[config.mk]
export PLATFORM = sky130hd
export DESIGN_NAME = dbg_ctl_unit
export DESIGN_NICKNAME = d
export VERILOG_FILES = /design/src/rtl/dbg_ctl_pkg.sv /design/src/rtl/dbg_ctl_decode.sv /design/src/rtl/dbg_ctl_fsm.sv /design/src/rtl/dbg_ctl_unit.sv
export SDC_FILE = /design/constraint.sdc
export NUM_CORES = 1
export LEC_CHECK = 0
export BUFFER_PORTS_ARGS = -buffer_cell sky130_fd_sc_hd__clkbuf_2
export CAP_MARGIN = 20
export CORE_ASPECT_RATIO = 1.75
export CORE_MARGIN = 2
export CORE_UTILIZATION = 40
export DETAILED_ROUTE_END_ITERATION = 12
export PLACE_DENSITY = 0.67
export SLEW_MARGIN = 20
export SYNTH_ARGS = -nofsm -noshare
export SYNTH_HDL_FRONTEND = slang
export SYNTH_SLANG_ARGS = --single-unit
[constraint.sdc]
create_clock -name clk_i -period 3.5 [get_ports clk_i]
set_input_delay 0.7 -clock clk_i [delete_from_list [all_inputs] [get_ports clk_i]]
set_output_delay 0.7 -clock clk_i [all_outputs]
set_load 0.02 [all_outputs]
[src/rtl/dbg_ctl_pkg.sv]
`timescale 1ns/1ps
package dbg_ctl_pkg;
  localparam int DW = 32;
  localparam int AW = 15;
  localparam int IDX_W = 12;
  localparam int CODE_W = 5;

  localparam int HALT_BIT  = 16;
  localparam int STEP_BIT  = 0;
  localparam int SLEEP_BIT = 16;
  localparam int HIT_BIT   = 0;
  localparam int IRQ_BIT   = 31;

  localparam logic [DW-1:0]     TRAP_MASK   = 32'h0000_08FF;
  localparam logic [CODE_W-1:0] CODE_EBREAK = 5'd3;

  typedef enum logic [1:0] {ST_RUN, ST_STEP, ST_HALT} dbg_state_e;

  typedef enum logic [3:0] {
    RG_NONE, RG_CTRL, RG_HIT, RG_TRAP, RG_WHY, RG_BKPT,
    RG_NPC, RG_PPC, RG_GPR, RG_CSR
  } region_e;

  function automatic region_e decode_region(input logic [AW-1:0] a);
    region_e r = RG_NONE;
    if (a[1:0] != 2'b00)        r = RG_NONE;
    else if (a[14])             r = RG_CSR;
    else if (a[13:7] == 7'h08)  r = RG_GPR;
    else if (a[13:7] == 7'h00) begin
      if (a[6])                 r = RG_BKPT;
      else case (a[5:2])
        4'd0: r = RG_CTRL;
        4'd1: r = RG_HIT;
        4'd2: r = RG_TRAP;
        4'd3: r = RG_WHY;
        default: r = RG_NONE;
      endcase
    end
    else if (a == 15'h2000)     r = RG_NPC;
    else if (a == 15'h2004)     r = RG_PPC;
    return r;
  endfunction

  function automatic logic [IDX_W-1:0] core_index(input logic [AW-1:0] a);
    return a[14] ? a[13:2] : {7'd0, a[6:2]};
  endfunction

  function automatic logic needs_halt(input region_e r);
    return (r == RG_NPC) || (r == RG_PPC) || (r == RG_GPR) || (r == RG_CSR);
  endfunction

  function automatic logic trap_enabled(input logic [DW-1:0] en,
                                        input logic [CODE_W-1:0] c);
    return (c < 5'd12) && en[c] && TRAP_MASK[c];
  endfunction

  function automatic logic [DW-1:0] seq_pc(input logic [DW-1:0] pc);
    return pc + 32'd4;
  endfunction
endpackage

[src/rtl/dbg_ctl_decode.sv]
`timescale 1ns/1ps
module dbg_ctl_decode
  import dbg_ctl_pkg::*;
#(
  parameter int ADDR_W = AW,
  localparam int IW = IDX_W
) (
  input  logic [ADDR_W-1:0] addr_i,
  output region_e           region_o,
  output logic [IW-1:0]     idx_o,
  output logic              halt_only_o
);
  always_comb begin
    region_o    = decode_region(addr_i);
    idx_o       = core_index(addr_i);
    halt_only_o = needs_halt(region_o);
  end
endmodule

[src/rtl/dbg_ctl_fsm.sv]
`timescale 1ns/1ps
module dbg_ctl_fsm
  import dbg_ctl_pkg::*;
#(
  parameter int DATA_W = DW,
  parameter int CW = CODE_W
) (
  input  logic              clk_i,
  input  logic              rst_ni,
  input  logic              halt_req_i,
  input  logic              resume_req_i,
  input  logic              step_en_i,
  input  logic              exc_i,
  input  logic [CW-1:0]     exc_cause_i,
  input  logic              trap_en_i,
  input  logic              irq_i,
  input  logic [CW-1:0]     irq_id_i,
  input  logic              retire_i,
  input  logic [DATA_W-1:0] retire_pc_i,
  input  logic [DATA_W-1:0] exc_pc_i,
  input  logic [DATA_W-1:0] vec_pc_i,
  input  logic [DATA_W-1:0] next_pc_i,
  input  logic              npc_wr_i,
  input  logic [DATA_W-1:0] npc_wdata_i,
  input  logic              hit_clr_i,
  output logic              halted_o,
  output logic [DATA_W-1:0] why_o,
  output logic [DATA_W-1:0] ppc_o,
  output logic [DATA_W-1:0] npc_o,
  output logic              hit_o,
  output logic              enter_o,
  output logic              resume_o,
  output logic              step_done_o
);
  dbg_state_e        state_q;
  logic [DATA_W-1:0] last_pc_q, last_pc_now;
  logic [DATA_W-1:0] why_d, ppc_d, npc_d;
  logic              running, exc_take, irq_take, halt_take;

  always_comb begin
    running     = (state_q != ST_HALT);
    last_pc_now = retire_i ? retire_pc_i : last_pc_q;
    exc_take    = running && exc_i && trap_en_i;
    irq_take    = running && !exc_take && irq_i;
    step_done_o = running && !exc_take && !irq_take && (state_q == ST_STEP) && retire_i;
    halt_take   = running && !exc_take && !irq_take && !step_done_o && halt_req_i;
    enter_o     = exc_take || irq_take || step_done_o || halt_take;
    resume_o    = !running && resume_req_i;
    why_d = '0;
    ppc_d = last_pc_now;
    npc_d = next_pc_i;
    if (exc_take) begin
      why_d[CW-1:0] = exc_cause_i;
      ppc_d = exc_pc_i;
      npc_d = (exc_cause_i == CODE_EBREAK) ? seq_pc(exc_pc_i) : vec_pc_i;
    end else if (irq_take) begin
      why_d[IRQ_BIT]  = 1'b1;
      why_d[CW-1:0]   = irq_id_i;
      npc_d = vec_pc_i;
    end else if (step_done_o) begin
      ppc_d = retire_pc_i;
    end
  end

  always_ff @(posedge clk_i or negedge rst_ni) begin
    if (!rst_ni) begin
      state_q   <= ST_RUN;
      last_pc_q <= '0;
      why_o     <= '0;
      ppc_o     <= '0;
      npc_o     <= '0;
      hit_o     <= 1'b0;
    end else begin
      if (retire_i) last_pc_q <= retire_pc_i;
      if (enter_o) begin
        state_q <= ST_HALT;
        why_o   <= why_d;
        ppc_o   <= ppc_d;
        npc_o   <= npc_d;
      end else if (resume_o) begin
        state_q <= step_en_i ? ST_STEP : ST_RUN;
      end else if (!running && npc_wr_i) begin
        npc_o <= npc_wdata_i;
      end
      if (step_done_o)    hit_o <= 1'b1;
      else if (hit_clr_i) hit_o <= 1'b0;
    end
  end

  assign halted_o = !running;
endmodule

[src/rtl/dbg_ctl_unit.sv]
`timescale 1ns/1ps
module dbg_ctl_unit
  import dbg_ctl_pkg::*;
#(
  parameter int ADDR_W = AW,
  parameter int DATA_W = DW,
  localparam int IW = IDX_W,
  localparam int CW = CODE_W
) (
  input  logic              clk_i,
  input  logic              rst_ni,
  input  logic              req_i,
  input  logic              we_i,
  input  logic [ADDR_W-1:0] addr_i,
  input  logic [DATA_W-1:0] wdata_i,
  output logic              gnt_o,
  output logic              rvalid_o,
  output logic [DATA_W-1:0] rdata_o,
  output logic              halted_o,
  input  logic              ext_halt_i,
  input  logic              ext_resume_i,
  input  logic              retire_i,
  input  logic [DATA_W-1:0] retire_pc_i,
  input  logic [DATA_W-1:0] next_pc_i,
  input  logic              exc_i,
  input  logic [CW-1:0]     exc_cause_i,
  input  logic [DATA_W-1:0] exc_pc_i,
  input  logic [DATA_W-1:0] vec_pc_i,
  input  logic              irq_i,
  input  logic [CW-1:0]     irq_id_i,
  input  logic              sleep_i,
  output logic              core_req_o,
  output logic              core_sel_o,
  output logic              core_we_o,
  output logic [IW-1:0]     core_idx_o,
  output logic [DATA_W-1:0] core_wdata_o,
  input  logic [DATA_W-1:0] core_rdata_i,
  output logic              jump_o,
  output logic [DATA_W-1:0] jump_pc_o
);
  region_e           region;
  logic [IW-1:0]     idx;
  logic              halt_only, wr, rd, ctrl_wr, step_eff, npc_wr, hit_clr;
  logic              step_q, hit, enter_evt, resume_evt, step_done;
  logic [DATA_W-1:0] trap_q, why, ppc, npc, rd_mux;

  dbg_ctl_decode #(.ADDR_W(ADDR_W)) u_dec (
    .addr_i(addr_i), .region_o(region), .idx_o(idx), .halt_only_o(halt_only)
  );

  always_comb begin
    wr       = req_i && we_i;
    rd       = req_i && !we_i;
    ctrl_wr  = wr && (region == RG_CTRL);
    step_eff = ctrl_wr ? wdata_i[STEP_BIT] : step_q;
    npc_wr   = wr && (region == RG_NPC) && halted_o;
    hit_clr  = wr && (region == RG_HIT) && !wdata_i[HIT_BIT];
  end

  dbg_ctl_fsm #(.DATA_W(DATA_W), .CW(CW)) u_fsm (
    .clk_i(clk_i), .rst_ni(rst_ni),
    .halt_req_i((ctrl_wr && wdata_i[HALT_BIT]) || ext_halt_i),
    .resume_req_i((ctrl_wr && !wdata_i[HALT_BIT]) || ext_resume_i),
    .step_en_i(step_eff),
    .exc_i(exc_i), .exc_cause_i(exc_cause_i),
    .trap_en_i(trap_enabled(trap_q, exc_cause_i)),
    .irq_i(irq_i), .irq_id_i(irq_id_i),
    .retire_i(retire_i), .retire_pc_i(retire_pc_i),
    .exc_pc_i(exc_pc_i), .vec_pc_i(vec_pc_i), .next_pc_i(next_pc_i),
    .npc_wr_i(npc_wr), .npc_wdata_i(wdata_i), .hit_clr_i(hit_clr),
    .halted_o(halted_o), .why_o(why), .ppc_o(ppc), .npc_o(npc), .hit_o(hit),
    .enter_o(enter_evt), .resume_o(resume_evt), .step_done_o(step_done)
  );

  // core register window, open only while halted
  always_comb begin
    core_req_o   = req_i && halted_o && ((region == RG_GPR) || (region == RG_CSR));
    core_sel_o   = (region == RG_CSR);
    core_we_o    = we_i;
    core_idx_o   = idx;
    core_wdata_o = wdata_i;
  end

  always_comb begin
    rd_mux = '0;
    if (!halt_only || halted_o) begin
      case (region)
        RG_CTRL: begin rd_mux[HALT_BIT] = halted_o; rd_mux[STEP_BIT] = step_q; end
        RG_HIT:  begin rd_mux[SLEEP_BIT] = sleep_i; rd_mux[HIT_BIT] = hit; end
        RG_TRAP: rd_mux = trap_q;
        RG_WHY:  rd_mux = why;
        RG_NPC:  rd_mux = npc;
        RG_PPC:  rd_mux = ppc;
        RG_GPR, RG_CSR: rd_mux = core_rdata_i;
        default: rd_mux = '0;
      endcase
    end
  end

  always_ff @(posedge clk_i or negedge rst_ni) begin
    if (!rst_ni) begin
      step_q    <= 1'b0;
      trap_q    <= '0;
      rvalid_o  <= 1'b0;
      rdata_o   <= '0;
      jump_o    <= 1'b0;
      jump_pc_o <= '0;
    end else begin
      if (ctrl_wr) step_q <= wdata_i[STEP_BIT];
      if (wr && (region == RG_TRAP)) trap_q <= wdata_i & TRAP_MASK;
      rvalid_o <= req_i;
      rdata_o  <= rd ? rd_mux : '0;
      jump_o   <= npc_wr;
      if (npc_wr) jump_pc_o <= wdata_i;
    end
  end

  assign gnt_o = req_i;
endmodule

==> flow_summary.json <==
{
  "finalSetupTns_ps": 0,
  "wirelength_mm": 31.91,
  "core_um2": 23330,
  "ir_drop_mv": 0.2969,
  "drv_cap": 0,
  "antenna_found_initial": 3,
  "path_cells": "mux4_2 -> a22oi_1 -> a21o_2 -> or3b_2 -> nor2_4 -> a221o_1",
  "dp_hpwl_mm": 24.12,
  "fmax_mhz": 331.7,
  "synth.distinct_cells": 58,
  "portBuffers": 341,
  "worstReg2RegStart": "trap_q[7]",
  "synth.mux.area_fraction": 0.1609,
  "synthFlopType": "dfrtp_1",
  "synth_top_family_by_area": "multiplexers",
  "synth_compound_area_frac": 0.1345,
  "track_usage": 0.2545,
  "hold_buffers": 0,
  "die_x_um": 120.5,
  "synth_seq_cells": 181,
  "hold_viol_final": 0,
  "swShare": 0.3317,
  "synth_area_leaders": "dfrtp_1 (48%), mux2_2 (8.8%), mux2i_1 (6.8%)",
  "synthXorXnorAreaFrac": 0.02672,
  "dpl_cell_area_um2": 11340,
  "critPathMaxFanout": 32,
  "worst_slew_margin_rel": 0.3781,
  "critPathKind": "flop to flop",
  "synth_top_area_share": 0.4765,
  "power.internal_w": 0.004321,
  "clkTransAtPathRegs_ps": 70,
  "grt-ovfl-total": 0,
  "postSynthCellCount": 924,
  "r2r_end": "u_fsm.npc_o[9]",
  "powerDensity_nw_per_um2": 542.7,
  "combPwrFrac": 0.275,
  "grt_max_degree": 81,
  "startpoint_type": "flop",
  "cts_buffers": 17,
  "ant_nets": 0,
  "floorplan.initialDensity": 0.4074,
  "period_share": 0.8613,
  "clkPwrFrac": 0.290,
  "vias": 8499,
  "drc": 0,
  "slew_viol_final": 0,
  "cts_tree": "yes",
  "yosys.area_share.simple": 0.1402,
  "arrival_ps": 3400,
  "die_h_um": 207.9,
  "syn_area_per_cell_um2": 10.29,
  "synth_top_area_cell": "dfrtp_1",
  "outcome": "complete, no violations",
  "r2r_slack_ps": 490,
  "cts_resized": 0,
  "cp_slowest_cell": "nor2_4",
  "drt-initial-drc-count": 493,
  "period_minus_slack_ps": 3015,
  "routabilityCongestion": 0.9307,
  "cts_setup_buffers": 0,
  "yosys_warnings": 0,
  "synthesis.area_um2": 9505,
  "rows": 74,
  "reg2reg_depth": 6,
  "dieArea_um2": 25060,
  "synthAdderAreaFrac": 0.001316,
  "viasPerCell": 5.530,
  "clk_latency_ps": 450,
  "drtPass1Iterations": 5,
  "h-tree-depth": 4,
  "finalSetupViolCount": 0,
  "yosysSeqAreaShare": 0.4765,
  "clock_skew_ps": 11.94,
  "grt_pass1_vias": 8650,
  "drive_gt1_frac": 0.3984,
  "ys_async_sr_fraction": 1.000,
  "required_ps": 3880,
  "min_path_type": "primary input to async pin",
  "wire_per_inst_um": 20.76,
  "rsz0062_at_grt": "no",
  "grt_first_pass_wirelength_mm": 48.43,
  "leakagePower_nw": 5.970,
  "synthesis.nets": 1152,
  "io_pins": 342,
  "cts-root-buf": "clkbuf_16",
  "finalInstanceArea_um2": 11920,
  "switchingPower_w": 0.002145,
  "area_growth_pct": 25.35,
  "clock_sinks": 181,
  "crit_path_end_kind": "flop",
  "slowest_delay_ps": 720,
  "clockBufferDepth": 2,
  "worstMarginPinSlew_ps": 930.8,
  "seqPwrFrac": 0.435,
  "synth_edf_count": 0,
  "final_nets": 1446
}
## how the worst max path moves through the flow
| stage | start | end | depth (start not counted) |
|---|---|---|---|
| CTS | trap_q[7] | u_fsm.npc_o[14] | 6 |
| detailed placement | exc_cause_i[0] | u_fsm.npc_o[9] | 7 |
| finish | trap_q[7] | u_fsm.npc_o[9] | 6 |
| global route | u_fsm.state_q[0] | u_fsm.npc_o[2] | 8 |
| floorplan | addr_i[1] | core_req_o | 5 |
| global placement | exc_cause_i[0] | u_fsm.npc_o[27] | 8 |
## cell families (layout without fill, tap and decap cells)
kind of cell,Yosys count,after routing
AND/OR/NAND/NOR,277,277
XOR/XNOR,29,29
other,0,3
AO/OA/AOI/OAI,192,192
adder cells (fa/ha/maj),1,1
buffers and inverters,103,409
multiplexers,141,141
flip-flops,181,181
## state kept, by name, indices dropped and copies added, names as in the netlist
name             count
jump_pc_o           32
rdata_o             32
u_fsm.last_pc_q     32
u_fsm.npc_o         32
u_fsm.ppc_o         32
trap_q               9
u_fsm.why_o          6
u_fsm.state_q        2
jump_o               1
rvalid_o             1
step_q               1
u_fsm.hit_o          1
## critical path: cells and delay by family (launching register included)
| family | cells | cell delay (ps) |
|---|---|---|
| DFF | 1 | 440 |
| AOI/OAI and AO/OA | 3 | 810 |
| and+or+nand+nor | 2 | 1200 |
| muxes | 1 | 500 |
## synthesized netlist by cell type (2+ instances only)
cell / n
dfrtp_1: 181
nor2_1: 96
mux2_2: 74
nand2_1: 68
mux2i_1: 65
o21ai_0: 47
a21oi_1: 44
buf_4: 39
nor3_1: 34
clkbuf_1: 33
a221o_1: 32
o22ai_1: 23
xnor2_1: 21
buf_2: 17
nand4_1: 13
nand3_1: 12
a22oi_1: 10
and2_1: 9
inv_1: 9
xor2_1: 8
nor4_1: 7
a221oi_1: 6
and3_1: 6
o211ai_1: 6
a21o_1: 5
or4_1: 5
a211oi_1: 4
a31oi_1: 3
and4_1: 3
buf_1: 3
nor3b_1: 3
o21ai_1: 3
or2_2: 3
or3_1: 3
buf_6: 2
mux4_2: 2
nand2b_1: 2
nor4_2: 2
nor4b_1: 2
## through the flow
step	power [W]	cells	setup slack (ps)	hold slack (ps)	util
after floorplan	0.003991	924	459.6	404.4	-
after global placement	0.004549	1503	175.6	459.7	0.4862
after detailed placement	0.004613	1503	102.6	465.4	0.4862
after CTS	0.006500	1534	531.9	290.5	0.5104
after global routing	0.006831	1537	343.6	321.9	0.5107
final	0.006466	1537	485.3	284.2	0.5107
## cells in the final DEF (no fill, tap or decap), types with 5 or more instances in the layout
master	instances
inv_1	9
clkbuf_16	17
and2_1	8
nand3_1	12
nor4_1	7
a21oi_1	43
nand4_1	13
buf_4	25
o22ai_1	23
mux2i_1	65
nand2_1	68
dfrtp_1	181
o21ai_0	47
and3_1	5
nor2_1	95
o211ai_1	6
or4_1	5
mux2_2	74
xnor2_1	21
clkbuf_2	340
xor2_1	8
a221oi_1	6
nor3_1	34
a221o_1	32
a22oi_1	10
## power groups by stage
| stage | registers, W | clock network, W | logic [W] |
|---|---|---|---|
| detailed placement | 0.00284 | 0 | 0.00177 |
| CTS | 0.00280 | 0.00191 | 0.00178 |
| global placement | 0.00282 | 0 | 0.00173 |
| finish | 0.00281 | 0.00187 | 0.00178 |
| floorplan | 0.00276 | 0 | 0.00124 |
| global route | 0.00285 | 0.00200 | 0.00198 |
## layer usage
layer	part of all wire	global-route usage	up-vias
met5	0	0	-
met4	0.037	0.1091	0
met3	0.057	0.05291	66
met2	0.52	0.4446	360
met1	0.38	0.2987	4150
li1	-	-	3923
## area by class of cell
cell class | instances | area (um^2)
fill | 2222 | 11420
inverter | 9 | 33.78
multi-input combinational | 640 | 4437
timing repair buffer | 369 | 1963
clock inverter | 12 | 121.4
tap | 304 | 380.4
sequential | 181 | 4529
antenna | 3 | 7.507
clock buffer | 19 | 442.9
Power figures use the tool's default switching activity.
